[config.mk]
export PLATFORM = sky130hd
export DESIGN_NAME = vc_mult
export DESIGN_NICKNAME = d
export VERILOG_FILES = /design/src/rtl/vc_mult.sv
export SDC_FILE = /design/constraint.sdc
export NUM_CORES = 2
export LEC_CHECK = 0
export CORE_MARGIN = 2
export CORE_UTILIZATION = 45
export DETAILED_ROUTE_END_ITERATION = 7
export GPL_TIMING_DRIVEN = 0
export PLACE_DENSITY = 0.61
export SLEW_MARGIN = 40
export SYNTH_ARGS = -nofsm -noshare
export SYNTH_HDL_FRONTEND = slang
export SYNTH_SLANG_ARGS = --single-unit
[constraint.sdc]
create_clock -name vclk -period 36.4
set_clock_uncertainty 0.2 [all_clocks]
set_input_delay 3.64 -clock vclk [all_inputs]
set_output_delay 3.64 -clock vclk [all_outputs]
set_load 0.03 [all_outputs]
[src/rtl/vc_mult.sv]
module vc_mult #(
  parameter int W    = 32,
  parameter int CORE = 4
) (
  input  logic [W-1:0]   a,
  input  logic [W-1:0]   b,
  output logic [2*W-1:0] prod
);
  localparam int NB   = W / CORE;
  localparam int LV   = $clog2(NB);
  localparam int CMAX = ((1 << CORE) - 1) * ((1 << CORE) - 1);

  function automatic logic [2*CORE-1:0] col_core(input logic [CORE-1:0] x, input logic [CORE-1:0] y);
    logic [2*CORE-1:0] r;
    int unsigned acc;
    acc = 0;
    r = '0;
    for (int k = 0; k < 2*CORE-1; k++) begin
      for (int i = 0; i < CORE; i++) begin
        if (k - i >= 0 && k - i < CORE)
          acc = acc + {31'b0, x[i] & y[k-i]};
      end
      r[k] = acc[0];
      acc = acc >> 1;
    end
    r[2*CORE-1] = acc[0];
    return r;
  endfunction

  for (genvar L = 0; L <= LV; L++) begin : lev
    localparam int S = CORE << L;
    localparam int N = NB >> L;
    logic [2*S-1:0] pr [N][N];
    for (genvar i = 0; i < N; i++) begin : row
      for (genvar j = 0; j < N; j++) begin : col
        if (L == 0) begin : leaf
          assign pr[i][j] = col_core(a[i*CORE +: CORE], b[j*CORE +: CORE]);
          always_comb
            p_core_bound_r8: assert (pr[i][j] <= (2*S)'(CMAX))
              else $error("core product out of range");
        end else begin : join2
          logic [S-1:0]   hh, hl, lh, ll;
          logic [S:0]     mid;
          logic [2*S-1:0] mid_sh;
          assign hh     = lev[L-1].pr[2*i+1][2*j+1];
          assign hl     = lev[L-1].pr[2*i+1][2*j];
          assign lh     = lev[L-1].pr[2*i][2*j+1];
          assign ll     = lev[L-1].pr[2*i][2*j];
          assign mid    = {1'b0, hl} + {1'b0, lh};
          assign mid_sh = {{(S-1){1'b0}}, mid} << (S/2);
          assign pr[i][j] = {hh, ll} + mid_sh;
        end
      end
    end
  end

  assign prod = lev[LV].pr[0][0];

  always_comb begin
    p_zero_operand_r2: assert (!(a == '0 || b == '0) || prod == '0)
      else $error("zero operand gave nonzero product");
    p_unit_operand_r3: assert (a != W'(1) || prod == {{W{1'b0}}, b})
      else $error("unit operand mismatch");
    p_low_bit_r5: assert (prod[0] == (a[0] & b[0]))
      else $error("product bit 0 wrong");
    p_no_overflow_r6: assert (!(a[W-1:W/2] == '0 && b[W-1:W/2] == '0) || prod[2*W-1:W] == '0)
      else $error("upper half set for half-width operands");
  end
endmodule

* Word-level counts from Yosys, hierarchy flattened
Cells that the tools add are included.
Word-level totals: register bits after elaboration 0, bits of input ports 64, output and inout bits 64, word-level logic and storage cells 1962
Operators by class: add/subtract/negate cells 938, bitwise logic cells 1024
Operators with widths (number):
- $and 1x1->1 | 1024
- $add 4x1->4 | 192
- $add 5x1->5 | 144
- $add 3x1->4 | 112
- $add 3x1->3 | 128
- $add 4x1->5 | 56
- $add 16x13->16 | 16
- $add 1x1->2 | 120
- $add 2x1->3 | 56
- $add 6x1->6 | 24
- $add 8x8->9 | 16
- $add 2x1->2 | 64
- $add 32x25->32 | 4
- $add 16x16->17 | 4
- $add 64x49->64 | 1
- $add 32x32->33 | 1

* Longest topological paths before layout
depth in word-level cells 21, mapped depth 60, depth with buffers taken out 59

* Worst setup path before layout
No wires, ideal clock.
kind input port to output port, start point in a[17], end point out prod[58], arrival 15764 ps, data required time 32560 ps, setup slack 16796 ps, stages on the path 54, path buffers 1, path through clkbuf_1 and2_1 ha_1 inv_1 fa_1 inv_1 ha_1 ha_1 fa_1 fa_1 fa_1 inv_1 fa_1 inv_1 ha_1 fa_1 inv_1 fa_1 [18 not listed] xor2_1 ha_1 nor2b_1 a31oi_1 o211ai_1 a31o_2 a21oi_1 xnor2_1 ha_1 and3_1 nand4_1 or4_1 o211ai_2 a31oi_1 nor2_2 o2111ai_1 o21ai_1 xor2_1
On the way: word-level cells in the longest chain between the ends 21, elaborated cells between the ends (all ways) 158, classes of those cells add/sub (126); bitwise (32)
Ends and longest elaborated chain:
- start, declared | line 5 | input logic [W-1:0] a,
- $and 1x1->1 | line 21 | acc = acc + {31'b0, x[i] & y[k-i]};
- $add 1x1->2 (2 in series) | line 21
- $add 2x1->3 | line 21
- $add 3x1->4 (2 in series) | line 21
- $add 4x1->5 | line 21
- $add 5x1->5 (2 in series) | line 21
- $add 4x1->4 (3 in series) | line 21
- $add 3x1->3 (2 in series) | line 21
- $add 2x1->2 | line 21
- $add 8x8->9 | line 49 | assign mid = {1'b0, hl} + {1'b0, lh};
- $add 16x13->16 | line 51 | assign pr[i][j] = {hh, ll} + mid_sh;
- $add 16x16->17 | line 49
- $add 32x25->32 | line 51
- $add 32x32->33 | line 49
- $add 64x49->64 * | line 51
- end, declared | line 7 | output logic [2*W-1:0] prod
Every way passes the cells marked *; elsewhere a longest branch is shown, timed or not.

* Final worst setup path
start point in a[0], end point out prod[63]
The elaborated chain is that of the path after synthesis.

==> flow_summary.json <==
{
  "drive_above_1_share_pct": 1.889,
  "design.seq.count": 0,
  "place_hpwl_microns": 112100,
  "synth_top_cell_by_area": "fa_1",
  "critPathKind": "input port to output port",
  "dr.pass1.iters": 5,
  "max_slew.worst_pin.slew_ps": 1046,
  "grt_overflow": 0,
  "cap_violations": 0,
  "finalCritPeriodShare_pct": 62.81,
  "syn_avg_cell_area_sq_um": 8.153,
  "antenna_left": 0,
  "synth_cells": 5008,
  "initial_core_util_pct": 45.36,
  "min_period_ps": 22860,
  "endpoint_kind": "output port",
  "gp_congestion": 0.9396,
  "grt_pass1_wl_microns": 201300,
  "slew_headroom_pct": 29.79,
  "hp-start": "a[0]",
  "drv_slew": 0,
  "hold_viol_final": 0,
  "crit_path_max_fanout": 10,
  "fin_nets": 6481,
  "multi_input_area_sq_mm": 0.03753,
  "dieWidth_microns": 305.2,
  "wl_per_cell_microns": 20.86,
  "core_sq_mm": 0.09001,
  "mostFrequentLayoutCells": "ha_1 (725), inv_1 (701), and2_1 (592)",
  "track_usage_pct": 28.11,
  "cpMostUsedCell": "ha_1",
  "area.growth.synth_to_final_pct": 7.085,
  "die_area_sq_mm": 0.09316,
  "report.final.setup_viol": 0,
  "crit_required_ps": 32560,
  "slowest_stage": "o41ai_1",
  "outcome": "finished clean",
  "rows": 110,
  "fill_cells": 8970,
  "synth_cell_types": 86,
  "drt_iter0_drc": 2331,
  "ios": 128,
  "die_y_microns": 305.2,
  "cts_hold_buf": 0,
  "n_clock_buffer": 0,
  "yosysSeqAreaShare_pct": 0,
  "routed_via_density": 5.427,
  "synth_area_leaders": "fa_1 (27%), ha_1 (22%), and2_1 (9.1%)",
  "grt_max_degree": 11,
  "tns_ps": 0,
  "synth-warning-count": 0,
  "regArea_sq_um": 0,
  "synth_top_area_share_pct": 27.16,
  "worst_path_largest_cell_delay_ps": 840,
  "final_common_cell": "ha_1",
  "fmax_mhz": 43.74,
  "antenna_found_initial": 15,
  "arrival_ps": 19020,
  "rsz0062_at_grt": "false",
  "critPathLaunchType": "input port",
  "route.detailed.drc": 0,
  "num_vias": 34280,
  "drt-total-wl_microns": 131800,
  "postCtsSetupRepairBufs": 0,
  "min_path_cells": 3,
  "holdPathEnd": "prod[0]",
  "grt_pass1_vias": 34350,
  "worstHoldPathType": "input port to output port",
  "syn_area_sq_mm": 0.04083,
  "synthesis.nets": 6351,
  "ctsResizeCount": 0,
  "portBuffers": 128
}
critical path, delay by kind of cell:
family                   cells  cell delay, ps
adder cells (fa/ha/maj)     17            6380
AND/OR/NAND/NOR              9            2000
AO/OA/AOI/OAI               17            4130
buffers and inverters        8            2290
XOR/XNOR                     4             570
cell usage after synthesis, types with 3 or more instances:
cell type and count:
nor2b_1 62, nor3_1 48, ha_1 725, and2_1 592
a2111oi_0 7, nand2_1 529, o21bai_1 124, o31ai_1 13
o211ai_1 10, o21a_1 28, or3_1 8, nor3b_1 12
or2_2 9, o2111ai_1 5, nand2b_1 32, o21ba_2 5
a211oi_1 23, nor2_1 153, inv_1 701, nand3_1 39
o21ai_1 6, nand3b_1 5, clkbuf_1 196, a21oi_1 320
a31o_2 9, a21boi_0 4, o21ai_0 98, o211a_1 3
a21o_1 106, a31oi_1 12, and3b_1 4, o211ai_2 5
and4_1 3, nand4_1 14, fa_1 554, or4_1 3
and3_1 20, o41a_1 3, a211o_1 6, xor2_1 124
xnor2_1 332
cell families after synthesis:
group / synth area share [%]
xor+xnor: 9.861
compound gates: 12.80
simple gates: 19.61
mux: 0.05209
fa+ha+maj: 49.38
buf+inv: 8.301
area by class of cell:
type               count  area share, %
repair buffers       128          2.930
plain buffers        201          1.814
diodes                 5        0.02862
multi-input cells   4106          85.84
well taps           1176          3.365
inverters            701          6.018
worst max path at each step:
stage	to	startpoint	depth (start not counted)	slack [ps]
after detailed placement	prod[63]	a[0]	55	13620
after global routing	prod[58]	a[0]	57	12830
after floorplan	prod[58]	a[17]	54	16800
after global placement	prod[63]	a[17]	54	13070
final	prod[63]	a[0]	55	13540
after CTS	prod[63]	a[0]	55	13550
per-stage QoR:
| step | cell area [sq um] | hold slack [ps] | util (%) | std cells | setup slack (ps) |
|---|---|---|---|---|---|
| 6_report | 43720 | 8484 | 48.58 | 6317 | 13540 |
| 5_1_grt | 43710 | 8518 | 48.56 | 6312 | 12830 |
| 4_1_cts | 43700 | 8524 | 48.55 | 6312 | 13550 |
| 3_5_place_dp | 43700 | 8512 | 48.55 | 6312 | 13620 |
| 3_3_place_gp | 43580 | 8500 | 48.42 | 6312 | 13070 |
| 2_1_floorplan | 40830 | 7316 | - | 5008 | 16800 |
routing by layer:
metal	up-vias	part of all wire [%]	GRT usage, %
li1	16390	-	-
met1	16620	43	37.53
met2	1052	45	45.88
met3	204	7.6	4.326
met4	12	4.6	10.62
met5	-	0.071	0
